===== src/rtl/mrt_pkg.sv =====
package mrt_pkg;
    localparam int MR_W          = 13;
    localparam int MR_BIT_TEST   = 7;
    localparam int MR_BIT_DLLRST = 8;
    localparam int MR_BIT_FAST   = 12;
    localparam int CL_LSB        = 4;
    localparam int WR_LSB        = 9;

    typedef enum logic [1:0] {DLL_NEED_RST, DLL_LOCKING, DLL_LOCKED} dll_st_e;
    typedef enum logic [1:0] {PD_ACTIVE, PD_DOWN, PD_EXIT} pd_st_e;

    // CAS latency field: code + 4 cycles
    function automatic logic [3:0] cl_decode(input logic [2:0] code);
        return {1'b0, code} + 4'd4;
    endfunction

    // Write-recovery field: 1..4 -> 5..8, 5..7 -> 10..14, 0 -> 16
    function automatic logic [4:0] wr_decode(input logic [2:0] code);
        if (code == 3'd0)
            return 5'd16;
        else if (code <= 3'd4)
            return {2'b00, code} + 5'd4;
        else
            return {1'b0, code, 1'b0};
    endfunction
endpackage


===== src/rtl/mrt_wait_cnt.sv =====
module mrt_wait_cnt #(
    parameter int W = 10
) (
    input  logic         clk,
    input  logic         rst_n,
    input  logic         load,
    input  logic [W-1:0] load_val,
    output logic         busy
);
    logic [W-1:0] cnt_q;

    always_ff @(posedge clk) begin
        if (!rst_n)
            cnt_q <= '0;
        else if (load)
            cnt_q <= load_val;
        else if (cnt_q != '0)
            cnt_q <= cnt_q - 1'b1;
    end

    assign busy = (cnt_q != '0);
endmodule


===== src/rtl/mrt_mr0_reg.sv =====
module mrt_mr0_reg
    import mrt_pkg::*;
(
    input  logic            clk,
    input  logic            rst_n,
    input  logic            wr_en,
    input  logic [MR_W-1:0] wr_data,
    output logic [MR_W-1:0] mr_q,
    output logic [3:0]      cl_cyc,
    output logic [4:0]      wr_cyc,
    output logic            test_mode,
    output logic            fast_exit
);
    always_ff @(posedge clk) begin
        if (!rst_n)
            mr_q <= '0;
        else if (wr_en)
            mr_q <= wr_data;
        else if (mr_q[MR_BIT_DLLRST])
            mr_q[MR_BIT_DLLRST] <= 1'b0;   // self-clearing once issued
    end

    assign cl_cyc    = cl_decode(mr_q[CL_LSB +: 3]);
    assign wr_cyc    = wr_decode(mr_q[WR_LSB +: 3]);
    assign test_mode = mr_q[MR_BIT_TEST];
    assign fast_exit = mr_q[MR_BIT_FAST];
endmodule


===== src/rtl/mrt_dll_fsm.sv =====
module mrt_dll_fsm
    import mrt_pkg::*;
#(
    parameter int TW = 10
) (
    input  logic          clk,
    input  logic          rst_n,
    input  logic          rst_issue,
    input  logic [TW-1:0] t_lock,
    output logic          needs_rst,
    output logic          dll_ok
);
    dll_st_e state_q, state_d;
    logic    busy;

    mrt_wait_cnt #(.W(TW)) u_lock_cnt (
        .clk      (clk),
        .rst_n    (rst_n),
        .load     (rst_issue),
        .load_val (t_lock),
        .busy     (busy)
    );

    always_ff @(posedge clk) begin
        if (!rst_n)
            state_q <= DLL_NEED_RST;
        else
            state_q <= state_d;
    end

    always_comb begin
        state_d = state_q;
        unique case (state_q)
            DLL_NEED_RST: if (rst_issue) state_d = DLL_LOCKING;
            DLL_LOCKING:  if (!rst_issue && !busy) state_d = DLL_LOCKED;
            DLL_LOCKED:   if (rst_issue) state_d = DLL_LOCKING;
            default:      state_d = DLL_NEED_RST;
        endcase
    end

    always_comb begin
        needs_rst = 1'b0;
        dll_ok    = 1'b0;
        unique case (state_q)
            DLL_NEED_RST: needs_rst = 1'b1;
            DLL_LOCKING:  dll_ok    = !busy;
            DLL_LOCKED:   dll_ok    = 1'b1;
            default:      needs_rst = 1'b1;
        endcase
    end
endmodule


===== src/rtl/mrt_pd_fsm.sv =====
module mrt_pd_fsm
    import mrt_pkg::*;
#(
    parameter int TW = 10
) (
    input  logic          clk,
    input  logic          rst_n,
    input  logic          enter_go,
    input  logic          exit_go,
    input  logic          fast_exit,
    input  logic [TW-1:0] t_xp,
    input  logic [TW-1:0] t_xpdll,
    output logic          cmd_ok,
    output logic          in_pd
);
    pd_st_e        state_q, state_d;
    logic          busy;
    logic [TW-1:0] exit_wait;

    assign exit_wait = fast_exit ? t_xp : t_xpdll;

    mrt_wait_cnt #(.W(TW)) u_exit_cnt (
        .clk      (clk),
        .rst_n    (rst_n),
        .load     (exit_go),
        .load_val (exit_wait),
        .busy     (busy)
    );

    always_ff @(posedge clk) begin
        if (!rst_n)
            state_q <= PD_ACTIVE;
        else
            state_q <= state_d;
    end

    always_comb begin
        state_d = state_q;
        unique case (state_q)
            PD_ACTIVE: if (enter_go) state_d = PD_DOWN;
            PD_DOWN:   if (exit_go)  state_d = PD_EXIT;
            PD_EXIT:   if (!busy)    state_d = enter_go ? PD_DOWN : PD_ACTIVE;
            default:   state_d = PD_ACTIVE;
        endcase
    end

    always_comb begin
        cmd_ok = 1'b0;
        in_pd  = 1'b0;
        unique case (state_q)
            PD_ACTIVE: cmd_ok = 1'b1;
            PD_DOWN:   in_pd  = 1'b1;
            PD_EXIT:   cmd_ok = !busy;
            default:   cmd_ok = 1'b0;
        endcase
    end
endmodule


===== src/rtl/mrs_timing_tracker.sv =====
module mrs_timing_tracker
    import mrt_pkg::*;
#(
    parameter int TW  = 10,
    parameter int ALW = 4,
    localparam int RLW = ((ALW > 4) ? ALW : 4) + 1
) (
    input  logic            clk,
    input  logic            rst_n,
    input  logic            mrs_valid,
    input  logic [MR_W-1:0] mrs_addr,
    input  logic [ALW-1:0]  al_cyc,
    input  logic [TW-1:0]   t_dllk,
    input  logic [TW-1:0]   t_xp,
    input  logic [TW-1:0]   t_xpdll,
    input  logic [TW-1:0]   t_rp,
    input  logic [TW-1:0]   wr_min,
    input  logic            req_rd,
    input  logic            req_odt,
    input  logic            req_pde,
    input  logic            req_pdx,
    input  logic            req_wrap,
    input  logic            req_cmd,
    output logic [RLW-1:0]  rd_lat,
    output logic [TW:0]     wr2pre,
    output logic            rd_ok,
    output logic            cmd_ok,
    output logic            req_ack,
    output logic [MR_W-1:0] mr0_q,
    output logic            err_illegal_mode,
    output logic            err_wr_short,
    output logic            err_dll_noreset,
    output logic            err_timing
);
    logic [3:0] cl_cyc;
    logic [4:0] wr_cyc;
    logic       fast_exit;
    logic       dll_rst_issue, dll_needs_rst, dll_ok, in_pd;
    logic       pde_go, pdx_go, rd_like, gen_cmd;
    logic       noreset_d, timing_d;

    assign dll_rst_issue = mrs_valid && mrs_addr[MR_BIT_DLLRST];

    mrt_mr0_reg u_mr0 (
        .clk       (clk),
        .rst_n     (rst_n),
        .wr_en     (mrs_valid),
        .wr_data   (mrs_addr),
        .mr_q      (mr0_q),
        .cl_cyc    (cl_cyc),
        .wr_cyc    (wr_cyc),
        .test_mode (err_illegal_mode),
        .fast_exit (fast_exit)
    );

    mrt_dll_fsm #(.TW(TW)) u_dll (
        .clk       (clk),
        .rst_n     (rst_n),
        .rst_issue (dll_rst_issue),
        .t_lock    (t_dllk),
        .needs_rst (dll_needs_rst),
        .dll_ok    (dll_ok)
    );

    mrt_pd_fsm #(.TW(TW)) u_pd (
        .clk       (clk),
        .rst_n     (rst_n),
        .enter_go  (pde_go),
        .exit_go   (pdx_go),
        .fast_exit (fast_exit),
        .t_xp      (t_xp),
        .t_xpdll   (t_xpdll),
        .cmd_ok    (cmd_ok),
        .in_pd     (in_pd)
    );

    assign rd_lat       = RLW'(al_cyc) + RLW'(cl_cyc);
    assign wr2pre       = (TW+1)'(wr_cyc) + (TW+1)'(t_rp);
    assign err_wr_short = (TW'(wr_cyc) < wr_min);

    assign rd_ok   = dll_ok && cmd_ok;
    assign rd_like = req_rd || req_odt;
    assign gen_cmd = req_cmd || req_wrap || req_pde;
    assign pde_go  = req_pde && cmd_ok;
    assign pdx_go  = req_pdx && in_pd;
    assign req_ack = (rd_like && rd_ok) || (gen_cmd && cmd_ok) || pdx_go;

    assign noreset_d = rd_like && dll_needs_rst;
    assign timing_d  = (rd_like && !dll_needs_rst && !rd_ok) ||
                       (gen_cmd && !cmd_ok) ||
                       (req_pdx && !in_pd);

    always_ff @(posedge clk) begin
        if (!rst_n) begin
            err_dll_noreset <= 1'b0;
            err_timing      <= 1'b0;
        end else begin
            err_dll_noreset <= noreset_d;
            err_timing      <= timing_d;
        end
    end
endmodule


===== config.mk =====
export PLATFORM = sky130hd
export DESIGN_NAME = mrs_timing_tracker
export DESIGN_NICKNAME = d
export VERILOG_FILES = /design/src/rtl/mrt_pkg.sv /design/src/rtl/mrt_wait_cnt.sv /design/src/rtl/mrt_mr0_reg.sv /design/src/rtl/mrt_dll_fsm.sv /design/src/rtl/mrt_pd_fsm.sv /design/src/rtl/mrs_timing_tracker.sv
export SDC_FILE = /design/constraint.sdc
export NUM_CORES = 1
export LEC_CHECK = 0
export BUFFER_PORTS_ARGS = -buffer_cell sky130_fd_sc_hd__buf_2
export CAP_MARGIN = 20
export CORE_MARGIN = 2
export CORE_UTILIZATION = 45
export DETAILED_ROUTE_END_ITERATION = 12
export HOLD_SLACK_MARGIN = 0.08
export MAX_ROUTING_LAYER = met4
export PLACE_DENSITY = 0.85
export SLEW_MARGIN = 10
export SYNTH_ARGS = -nofsm -noshare
export SYNTH_HDL_FRONTEND = slang
export SYNTH_SLANG_ARGS = --single-unit

===== constraint.sdc =====
create_clock -name clk -period 5.3 [get_ports clk]
set_input_delay 1.06 -clock clk [delete_from_list [all_inputs] [get_ports clk]]
set_output_delay 1.06 -clock clk [all_outputs]
set_load 0.1 [all_outputs]

; Yosys cells after proc, flatten, opt, wreduce, memory -nomap -nowiden
; Index checks and enable logic that the tools add are counted.
[totals]
elab_cells = 81
in_bits = 76
register_bits = 39
[classes]
n_eq_ne = 9
n_reduce_logical = 37
n_addsub = 6
magnitude_cmp = 2
muxes = 19
[op_table]
columns = operator, count
row1 = 10-bit two-way mux, 5
row2 = 10-bit nonzero test, 2
row3 = "10-bit by 1-bit subtractor with 10-bit output, second input constant", 2
row4 = 1-bit logical AND, 12
row5 = 5-bit by 10-bit adder with 11-bit output, 1
row6 = 5-bit by 10-bit less-than comparator with 1-bit output, 1
row7 = 2-bit two-way mux, 5
row8 = 5-bit two-way mux, 2
row9 = "3-bit by 3-bit adder with 4-bit output, second input constant", 2
row10 = 1-bit logical OR, 7
row11 = 1-bit logical NOT, 6
row12 = "2-bit by 1-bit inequality test with 1-bit output, second input constant", 3
row13 = 2-bit one-hot mux with 3 select lines, 1
row14 = 4-bit by 4-bit adder with 5-bit output, 1
row15 = "2-bit by 1-bit == test with 1-bit output, second input constant", 2
row16 = "2-bit == test, second input constant", 2
row17 = 2-bit logical NOT, 2
row18 = "2-bit inequality test, second input constant", 2
row19 = 1-bit one-hot mux with 2 select lines, 2
row20 = 2-bit one-hot mux with 2 select lines, 1
row21 = 2-bit AND reduction, 2
row22 = 2-bit nonzero test, 2
row23 = 2-bit OR reduction, 2
row24 = "3-bit less-or-equal comparator, second input constant", 1
row25 = other kinds (3), 5

; Depth between registers and ports, before layout
; Gate-level depths: netlist of run 1.
[logic_depth]
word_depth = 8
depth_mapped = 9
mapped_depth_nobuf = 9

; By module
; From an unflattened synthesis of run 1, not the netlist that was laid out.
[unflattened]
hier_cells = 315
hier_area_um2 = 2788.9
[modules_own_cells]
columns = module, instances, seq_area_each_um2, area_each_um2, cells_each
row1 = mrt_wait_cnt, 2, 200.2, 575.6, 67
row2 = mrs_timing_tracker, 1, 40.0, 664.4, 86
row3 = mrt_mr0_reg, 1, 260.2, 570.5, 52
row4 = mrt_pd_fsm, 1, 40.0, 222.7, 21
row5 = mrt_dll_fsm, 1, 40.0, 180.2, 22

; Worst setup path before layout of run 1
; No wires, ideal clock.
[synth_timing]
kind = register to output
from = register u_mr0.mr_q[11]
to = output port err_wr_short
path_slack_ns = -0.826
path_stages_with_launch = 7
required_time_ns = 4.240
n_path_buf = 0
arrival_time_ns = 5.066
path_cell_list = dfxtp_1 > mux2i_1 > inv_1 > ha_1 > a21boi_0 > o21a_1 > o41ai_1
[synth_between]
elab_chain_len = 4
word_cells_on_any_way = 6
[synth_lines]
columns = element, line_no
row1 = "start, declared", mrt_mr0_reg.sv:8  ; output logic [MR_W-1:0] mr_q,
row2 = "start signal, assigned", mrt_mr0_reg.sv:18  ; mr_q <= wr_data;
row3 = 3-bit by 3-bit adder with 4-bit output or 3-bit less-or-equal comparator (tied branches), "mrt_pkg.sv:22, mrt_pkg.sv:21"
row4 = 5-bit two-way mux, mrt_pkg.sv:21  ; else if (code <= 3'd4)
row5 = 5-bit two-way mux *, mrt_pkg.sv:19  ; if (code == 3'd0)
row6 = 5-bit by 10-bit less-than comparator with 1-bit output *, mrs_timing_tracker.sv:79  ; assign err_wr_short = (TW'(wr_cyc) < wr_min);
row7 = "end, declared", mrs_timing_tracker.sv:31  ; output logic err_wr_short,
; Mark *: on every way between the ends. The rest lies on a longest branch, timed or not.

; Worst setup path after layout of run 1
[layout_timing]
from = input port t_rp[0]
to = output port wr2pre[8]
[layout_between]
elab_chain_len = 1
[layout_lines]
columns = element, line_no
row1 = "start, declared", mrs_timing_tracker.sv:16  ; input logic [TW-1:0] t_rp,
row2 = 5-bit by 10-bit adder with 11-bit output, mrs_timing_tracker.sv:78  ; assign wr2pre = (TW+1)'(wr_cyc) + (TW+1)'(t_rp);
row3 = "end, declared", mrs_timing_tracker.sv:25  ; output logic [TW:0] wr2pre,
; Every way passes these cells.

==> out/qor.txt, run 1 <==
WORST SETUP PATH
-----------------------------------------------------------------------------------------------------
Worst Setup End Kind ...................................................................  output port
Data required time at the worst endpoint ...............................................      4.24 ns
Delay contributed by the slowest stage of the critical path ............................      0.44 ns
Sequence of cells on the critical path ................................................. buf_2 > ha_1 > inv_1 > fa_1 > nor2b_1 > o21ai_0 > a211oi_1 > xor2_1 > buf_2
Beginning of the critical path .........................................................      t_rp[0]
Element type at the critical path start ................................................   input port
Worst reg2reg setup slack ..............................................................      3.45 ns
CP Max Fanout ..........................................................................            3
Reg-to-reg critical path startpoint .................................................... u_dll.u_lock_cnt.cnt_q[0]
CP max-delay cell ...................................................................... sky130_fd_sc_hd__buf_2
Length in cells of the worst reg-to-reg path ...........................................            6
Cell mode on critical path ............................................................. sky130_fd_sc_hd__buf_2
Crit Path Class ........................................................................ input port to output port
Data arrival, critical path ............................................................      2.97 ns

DIE
-----------------------------------------------------------------------------------------------------
Total Die Area .........................................................................     6850 µm²
Core region area .......................................................................     5960 µm²
Ports placed on the boundary ...........................................................          112
Initial core utilization ...............................................................        46.8%
Horizontal die dimension ...............................................................      82.7 µm
Number of core rows ....................................................................           28
Height of the chip .....................................................................      82.7 µm

GLOBAL ROUTING
-----------------------------------------------------------------------------------------------------
Global-route wire length before repair .................................................      10.2 mm
Vias in the first global route .........................................................         2494
Initial antenna violation count ........................................................            0
Global router's overall resource usage .................................................        19.4%
Largest net degree at the start of global routing ......................................           41
Total gr overflow ......................................................................            0

YOSYS
-----------------------------------------------------------------------------------------------------
Xor/xnor cell area share of the yosys netlist ..........................................        5.65%
Cell types occupying the most area after synthesis ..................................... sky130_fd_sc_hd__dfxtp_1 28%, sky130_fd_sc_hd__ha_1 9.9%, sky130_fd_sc_hd__mux2i_1 6.5%
Post-synthesis cell count ..............................................................          319
Synth warn .............................................................................            0
Cell area after technology mapping .....................................................     2790 µm²
Count of flip-flops with a built-in enable after synthesis .............................            0
Sequential share of the synthesized area ...............................................        28.0%
Synth top area share ...................................................................        28.0%
Post-synthesis share of cell area spent on full adders, half adders and majority gates .        11.3%
Simple-gate share of the synthesized area ..............................................        20.9%
Biggest area consumer among synthesized cells .......................................... sky130_fd_sc_hd__dfxtp_1
Fraction of registers with async set/reset .............................................           0%
Main combinational cell family by area after synthesis ................................. simple AND/OR/NAND/NOR gates
Proportion of synthesized area in mux cells ............................................        9.69%
Number of nets in the synthesized netlist ..............................................          419
Post-synthesis compound-gate area fraction .............................................        18.8%
#FFs+latches synth .....................................................................           39
Mapped Avg Cell Area ...................................................................     8.75 µm²
Number of distinct library cell variants in the gate-level netlist after synthesis .....           54
Most used DFF post-synth ............................................................... sky130_fd_sc_hd__dfxtp_1

DETAILED ROUTING
-----------------------------------------------------------------------------------------------------
Count of TritonRoute iterations in the first routing pass ..............................            4
Overall via count from detail_route ....................................................         2660
Number of vias per cell ................................................................         5.34
Violation count after the first detailed-route iteration ...............................           99
Number of design rule violations left after detail routing .............................            0
Wire length per cell after detailed routing ............................................      12.8 µm
Final antenna-violating net count ......................................................            0
Overall routed net length ..............................................................      6.39 mm

FINISH
-----------------------------------------------------------------------------------------------------
Fraction of layout cells with a size suffix above 1 ....................................        32.9%
Fin nets ...............................................................................          522
Post-synthesis to final-layout area growth .............................................        24.2%
Number of inserted diodes ..............................................................            0

CLOCKING
-----------------------------------------------------------------------------------------------------
Clock tree buffer depth ................................................................            2
Clock transition at path regs ..........................................................      0.08 ns
Number of CTS-inserted buffers .........................................................            5
Clock H-tree levels ....................................................................            2
Root buf cell .......................................................................... sky130_fd_sc_hd__clkbuf_8
Resize count post-CTS ..................................................................            0
Number of sinks on the clock net .......................................................           39
Buffers inserted during post-CTS setup optimization ....................................            0
Number of hold buffers added after cts .................................................            0
Clock latency on the worst-skew pair ...................................................      0.28 ns
Clock tree from TritonCTS ..............................................................         done

RUN
-----------------------------------------------------------------------------------------------------
Maxcap violations ......................................................................            0

POWER
-----------------------------------------------------------------------------------------------------
Peak VDD IR ............................................................................       283 µV
Leakage component of the power .........................................................      1.66 nW
Power density cells ....................................................................   396 nW/µm²

TIMING
-----------------------------------------------------------------------------------------------------
Final setup violation count ............................................................            0
Final Hold Fails .......................................................................            0
Fmax ...................................................................................      248 MHz
RSZ-0062 raised after global routing ...................................................        false
Share of the cycle needed by the critical path after routing ...........................        76.0%
Worst clock skew .......................................................................   0.00247 ns
Clock period minus final worst setup slack .............................................      4.03 ns
Max-slew violation count ...............................................................            0
Pin slew with the least headroom to its limit ..........................................     0.702 ns
Setup TNS after final layout ...........................................................         0 ns
Post-layout worst setup margin .........................................................      1.27 ns
Relative slew slack ....................................................................        53.1%

PLACEMENT
-----------------------------------------------------------------------------------------------------
Number of port buffers .................................................................          111
Post-detail-place hpwl .................................................................      4.99 mm
Setup slack at placement ...............................................................      1.31 ns
Weighted congestion reported at the end of routability-driven placement ................        0.847

RUN STATUS
-----------------------------------------------------------------------------------------------------
Run status ............................................................................. finished, final reports clean

MIN PATH
-----------------------------------------------------------------------------------------------------
Hold Path Depth ........................................................................            2
Launch point of the worst hold path .................................................... u_dll.state_q[1]
Type of the tightest min-delay check ................................................... register to register

==> cell type report <==
cell class | instances | area [µm²]
fillers | 534 | 2490
multi-input cells | 240 | 1860
flip-flops and latches | 39 | 781
repair buffers | 111 | 556
inverters | 25 | 93.8
well taps | 75 | 93.8
clock buffers | 5 | 68.8
clock inverters | 3 | 15.0
==> cell usage after synthesis (8+ instances only) <==
master and instances:
sky130_fd_sc_hd__a211oi_1 8, sky130_fd_sc_hd__nor2_1 16, sky130_fd_sc_hd__inv_1 25, sky130_fd_sc_hd__nor2b_1 20
sky130_fd_sc_hd__dfxtp_1 39, sky130_fd_sc_hd__ha_1 22, sky130_fd_sc_hd__mux2i_1 18, sky130_fd_sc_hd__clkbuf_1 10
sky130_fd_sc_hd__o21ai_0 20, sky130_fd_sc_hd__xnor2_1 12, sky130_fd_sc_hd__nand2_1 13, sky130_fd_sc_hd__a21oi_1 20
sky130_fd_sc_hd__mux2_2 8
==> logic make-up after synthesis <==
family	after synthesis
AND/OR/NAND/NOR	92
flip-flops	39
multiplexers	26
buffers and inverters	40
adder cells (fa/ha/maj)	24
AO/OA/AOI/OAI	80
XOR/XNOR	18
==> final timing paths <==
path / endpoint
setup / recovery: wr2pre[8]
hold / removal: u_dll.state_q[1]
setup reg to reg: u_dll.state_q[1]
hold reg to reg: u_dll.state_q[1]
==> stage by stage <==
| stage | area, µm² | utilization (%) | hold WS (ns) | instances | total power, W |
|---|---|---|---|---|---|
| after floorplan | 2800 | - | 0.465 | 319 | 0.00105 |
| after global placement | 3380 | 56.8 | 0.481 | 490 | 0.00116 |
| after detailed placement | 3380 | 56.8 | 0.499 | 490 | 0.00118 |
| after CTS | 3460 | 58.2 | 0.510 | 498 | 0.00138 |
| after global routing | 3460 | 58.2 | 0.530 | 498 | 0.00147 |
| final | 3460 | 58.2 | 0.515 | 498 | 0.00137 |
==> worst max-delay path, delay by kind of cell <==
family | cells | cell delay (ns)
AND/OR/NAND/NOR | 1 | 0.12
adder cells (fa/ha/maj) | 2 | 0.61
XOR/XNOR | 1 | 0.16
buffers and inverters | 3 | 0.60
AO/OA/AOI/OAI | 2 | 0.41
==> sequential cells by signal, indices dropped and copies added, names as in the netlist <==
| name | count |
|---|---|
| err_dll_noreset | 1 |
| err_timing | 1 |
| u_pd.state_q | 2 |
| u_dll.state_q | 2 |
| u_pd.u_exit_cnt.cnt_q | 10 |
| u_dll.u_lock_cnt.cnt_q | 10 |
| u_mr0.mr_q | 13 |
==> placed cells by master, fill, tap and decap left out, drive strengths merged, types with 2 or more instances in the layout <==
cell type  synthesis  routed
nand2b             2       2
or3                3       3
a21o               3       3
nor3               6       6
o22ai              5       5
xnor2             12      12
clkbuf            10       5
o21ai             20      20
and3               6       6
mux2               8       8
nor4               2       2
a41oi              2       2
nand3              7       7
o21a               2       2
nand2             13      13
a211oi             9       9
nor4b              3       3
a21oi             20      20
and2               2       2
or4                2       2
o21bai             2       2
dfxtp             39      39
inv               25      25
a31oi              5       5
ha                22      22
nor2              16      16
buf                5     111
clkinv             0       3
xor2               6       6
a311oi             2       2
mux2i             18      18
a21boi             4       4
nor2b             20      20
nand3b             3       3
fa                 2       2
nor3b              3       3
==> report_power, final <==
group          internal, W  switching, W  leakage (nW)
Sequential        0.000353     0.0000742         0.323
Combinational     0.000266      0.000488          1.29
Clock            0.0000901      0.000102        0.0477
==> layer usage <==
metal | GRT usage, % | vias to the layer above | wire (µm)
met5 | - | - | 0
met1 | 21.2 | 1216 | 2780
met2 | 36.0 | 101 | 3130
met3 | 3.91 | 6 | 435
li1 | - | 1337 | -
met4 | 4.26 | 0 | 40
No activity file was read; power rests on OpenSTA's default activity.
==> run 2, diff against run 1 <==
--- a/config.mk
+++ b/config.mk
@@ -8,11 +8,11 @@
 export BUFFER_PORTS_ARGS = -buffer_cell sky130_fd_sc_hd__buf_2
 export CAP_MARGIN = 20
 export CORE_MARGIN = 2
-export CORE_UTILIZATION = 45
+export CORE_UTILIZATION = 44
 export DETAILED_ROUTE_END_ITERATION = 12
 export HOLD_SLACK_MARGIN = 0.08
 export MAX_ROUTING_LAYER = met4
-export PLACE_DENSITY = 0.85
+export PLACE_DENSITY = 0.87
 export SLEW_MARGIN = 10
 export SYNTH_ARGS = -nofsm -noshare
 export SYNTH_HDL_FRONTEND = slang
==> constraint.sdc (replaced) <==
create_clock -name clk -period 3.6 [get_ports clk]
set_input_delay 0.72 -clock clk [delete_from_list [all_inputs] [get_ports clk]]
set_output_delay 0.72 -clock clk [all_outputs]
set_load 0.1 [all_outputs]
==> run 2 against run 1 <==
Effect of this change:
- critical path depth up 2
- total power rose by 51%
- clock skew increased by 0.0028 ns
- non-clock buffer count up 1
- routed wire length rose by 4.6%
- core utilization is 0.59 points higher
- count of clock-buffer cells in the layout grew 2
- global-route usage is 0.095 points higher
- via count grew 1.1%
==> out/qor.txt, run 2 (synthesis results as in run 1) <==
RUN STATUS
--------------------------------------------------------------------------------------
Run status .............................................................. finished, final reports clean

FINISH
--------------------------------------------------------------------------------------
Leading cell types in the layout, fill and taps excluded ................ 104 x sky130_fd_sc_hd__buf_2, 36 x sky130_fd_sc_hd__dfxtp_1, 25 x sky130_fd_sc_hd__inv_1
Fin nets ................................................................          523   +0.19%
Post-route non-filler standard cell count ...............................          501   +0.60%
Post-synthesis to final-layout area growth ..............................        31.4%
Largest register by flop count ..........................................   u_mr0.mr_q
Number of inserted diodes ...............................................            0   unchanged
Flip-flop count of the largest register, all copies and words added .....           13   unchanged
Leading cell type in the layout, fill and taps excluded ................. sky130_fd_sc_hd__buf_2
Fraction of layout cells with a size suffix above 1 .....................        35.6%   +2.8 points
Biggest regs ............................................................ u_mr0.mr_q: 13 flops, u_dll.u_lock_cnt.cnt_q: 10 flops, u_pd.u_exit_cnt.cnt_q: 10 flops

POWER
--------------------------------------------------------------------------------------
Total design power ......................................................    0.00207 W   +51%
Power density cells .....................................................   564 nW/µm²   +42%
Peak VDD IR .............................................................       344 µV   +21%
Leakage component of the power ..........................................      1.73 nW   +4.4%

TIMING
--------------------------------------------------------------------------------------
Post-layout worst setup margin ..........................................     0.116 ns   -1.15 ns
Clock period minus final worst setup slack ..............................      3.48 ns
Worst clock skew ........................................................   0.00523 ns   +0.00276 ns
Fmax ....................................................................      287 MHz
Final setup violation count .............................................            0   unchanged
Share of the cycle needed by the critical path after routing ............        96.8%
Pin slew with the least headroom to its limit ...........................     0.688 ns   -0.0142 ns
Final Hold Fails ........................................................            0   unchanged
Max-slew violation count ................................................            0   unchanged
Relative slew slack .....................................................        54.0%   +0.95 points

CLOCKING
--------------------------------------------------------------------------------------
Root buf cell ........................................................... sky130_fd_sc_hd__clkbuf_8
Clock tree from TritonCTS ...............................................         done
Clock H-tree levels .....................................................            2   unchanged
Number of CTS-inserted buffers ..........................................            5   unchanged
Clock tree buffer depth .................................................            2   unchanged
Clock transition at path regs ...........................................      0.08 ns   about the same
Clock latency on the worst-skew pair ....................................      0.28 ns   about the same
Number of sinks on the clock net ........................................           39   unchanged

WORST SETUP PATH
--------------------------------------------------------------------------------------
Data required time at the worst endpoint ................................      2.88 ns   -1.36 ns
Element type at the critical path start .................................     register
CP top delay family .....................................................  adder cells
Cell mode on critical path .............................................. sky130_fd_sc_hd__inv_1
Crit Path Class ......................................................... register to output port
CP Max Fanout ...........................................................            7   +4
Reg-to-reg critical path startpoint ..................................... u_pd.u_exit_cnt.cnt_q[0]
CP max-delay cell ....................................................... sky130_fd_sc_hd__fa_1
Data arrival, critical path .............................................      2.76 ns   -0.21 ns
Worst Setup End Kind ....................................................  output port
Beginning of the critical path .......................................... u_mr0.mr_q[11]
Delay contributed by the slowest stage of the critical path .............      0.43 ns   about the same
Worst path buffer plus inverter count ...................................            4   +1
Sequence of cells on the critical path .................................. nand2b_1 > inv_1 > ha_1 > inv_1 > fa_1 > nor2b_1 > o21ai_0 > a211oi_1 > buf_4 > xor2_4 > buf_12
Worst reg2reg setup slack ...............................................      1.75 ns   -1.70 ns

DIE
--------------------------------------------------------------------------------------
Height of the chip ......................................................      83.6 µm   +1.1%
Total Die Area ..........................................................     6990 µm²   +2.2%
Number of core rows .....................................................           29   +3.6%
Ports placed on the boundary ............................................          112   unchanged
Core region area ........................................................     6240 µm²   +4.8%
Horizontal die dimension ................................................      83.6 µm   +1.1%
Initial core utilization ................................................        44.7%   -2.1 points

RUN
--------------------------------------------------------------------------------------
Maxcap violations .......................................................            0   unchanged

GLOBAL ROUTING
--------------------------------------------------------------------------------------
Global-route wire length before repair ..................................      11.1 mm   +9.2%
Initial antenna violation count .........................................            0   unchanged
Largest net degree at the start of global routing .......................           41   unchanged
Total gr overflow .......................................................            0   unchanged
Vias in the first global route ..........................................         2643   +6.0%
Global router's overall resource usage ..................................        19.5%   +0.095 points

DETAILED ROUTING
--------------------------------------------------------------------------------------
Final antenna-violating net count .......................................            0   unchanged
Overall routed net length ...............................................      6.68 mm   +4.6%
Violation count after the first detailed-route iteration ................          118   +19%
Number of vias per cell .................................................         5.37   +0.52%
Count of TritonRoute iterations in the first routing pass ...............            4   unchanged
Wire length per cell after detailed routing .............................      13.3 µm   +3.9%
Number of design rule violations left after detail routing ..............            0   unchanged
Overall via count from detail_route .....................................         2690   +1.1%

PLACEMENT
--------------------------------------------------------------------------------------
Post-detail-place hpwl ..................................................      5.30 mm   +6.3%
Number of placed cells counting well taps ...............................          493   +0.61%
Weighted congestion reported at the end of routability-driven placement .        0.878   +3.7%
Setup slack at placement ................................................     0.232 ns   -1.08 ns
Number of port buffers ..................................................          111   unchanged

MIN PATH
--------------------------------------------------------------------------------------
Type of the tightest min-delay check .................................... register to register
Launch point of the worst hold path ..................................... u_dll.state_q[1]

-- run 2: cell types whose count changed in the layout (fill, tap and decap cells not counted), moves of 2 or more --
cell | previous run | this run
sky130_fd_sc_hd__buf_12 | 0 | 4
sky130_fd_sc_hd__buf_2 | 111 | 104
sky130_fd_sc_hd__clkbuf_1 | 0 | 2
sky130_fd_sc_hd__clkbuf_4 | 0 | 2
sky130_fd_sc_hd__clkinv_2 | 3 | 1
sky130_fd_sc_hd__dfxtp_1 | 39 | 36
sky130_fd_sc_hd__dfxtp_2 | 0 | 3
sky130_fd_sc_hd__xnor2_1 | 12 | 6
sky130_fd_sc_hd__xnor2_2 | 0 | 4
sky130_fd_sc_hd__xnor2_4 | 0 | 2
sky130_fd_sc_hd__xor2_1 | 6 | 3
sky130_fd_sc_hd__xor2_2 | 0 | 2
-- run 2: worst paths after layout --
path,to,depth (start not counted)
setup / recovery,wr2pre[8],11
hold / removal,u_dll.state_q[1],2
setup reg to reg,u_pd.u_exit_cnt.cnt_q[8],6
hold reg to reg,u_dll.state_q[1],2
-- run 2: worst min-delay path: stages, from the launching register on --
cell and delay, ns:
sky130_fd_sc_hd__dfxtp_1 0.33, sky130_fd_sc_hd__o21ai_0 0.08, sky130_fd_sc_hd__a21boi_1 0.06
-- run 2: area by class of cell --
type | instances | area [µm²]
Fill cell | 548 | 2570
Multi-Input combinational cell | 240 | 1980
Sequential cell | 39 | 785
Timing Repair Buffer | 112 | 634
Tap cell | 77 | 96.3
Inverter | 25 | 93.8
Clock buffer | 7 | 76.3
Clock inverter | 1 | 5.00
-- run 2: what timing repair did --
item | 4_1_cts | 5_1_grt
resized for setup | 1 | 4
hold endpoints to repair | 0 | 0
buffers inserted | 0 | 0
hold buffers | 0 | 0
gates cloned | 0 | 0
setup endpoints to repair | 1 | 3
-- run 2: metrics by stage --
stage               area [µm²]  setup TNS, ns  utilization, %  hold slack (ns)
detailed placement        3570              0            57.2            0.502
floorplan                 2910       -0.00949               -            0.465
global placement          3570              0            57.2            0.483
global route              3670        -0.0385            58.8            0.551
finish                    3670              0            58.8            0.506
CTS                       3650              0            58.5            0.515
-- run 2: report_power, final --
part	internal [W]	switching (W)
combinational	0.000427	0.000728
clock	0.000136	0.000148
sequential	0.000520	0.000109
-- run 2: metal layers --
layer | global-route usage (%) | vias to the layer above | wire (µm)
met3 | 3.56 | 8 | 421
li1 | - | 1340 | -
met5 | - | - | 0
met1 | 21.8 | 1244 | 2840
met2 | 35.1 | 98 | 3340
met4 | 6.01 | 0 | 72
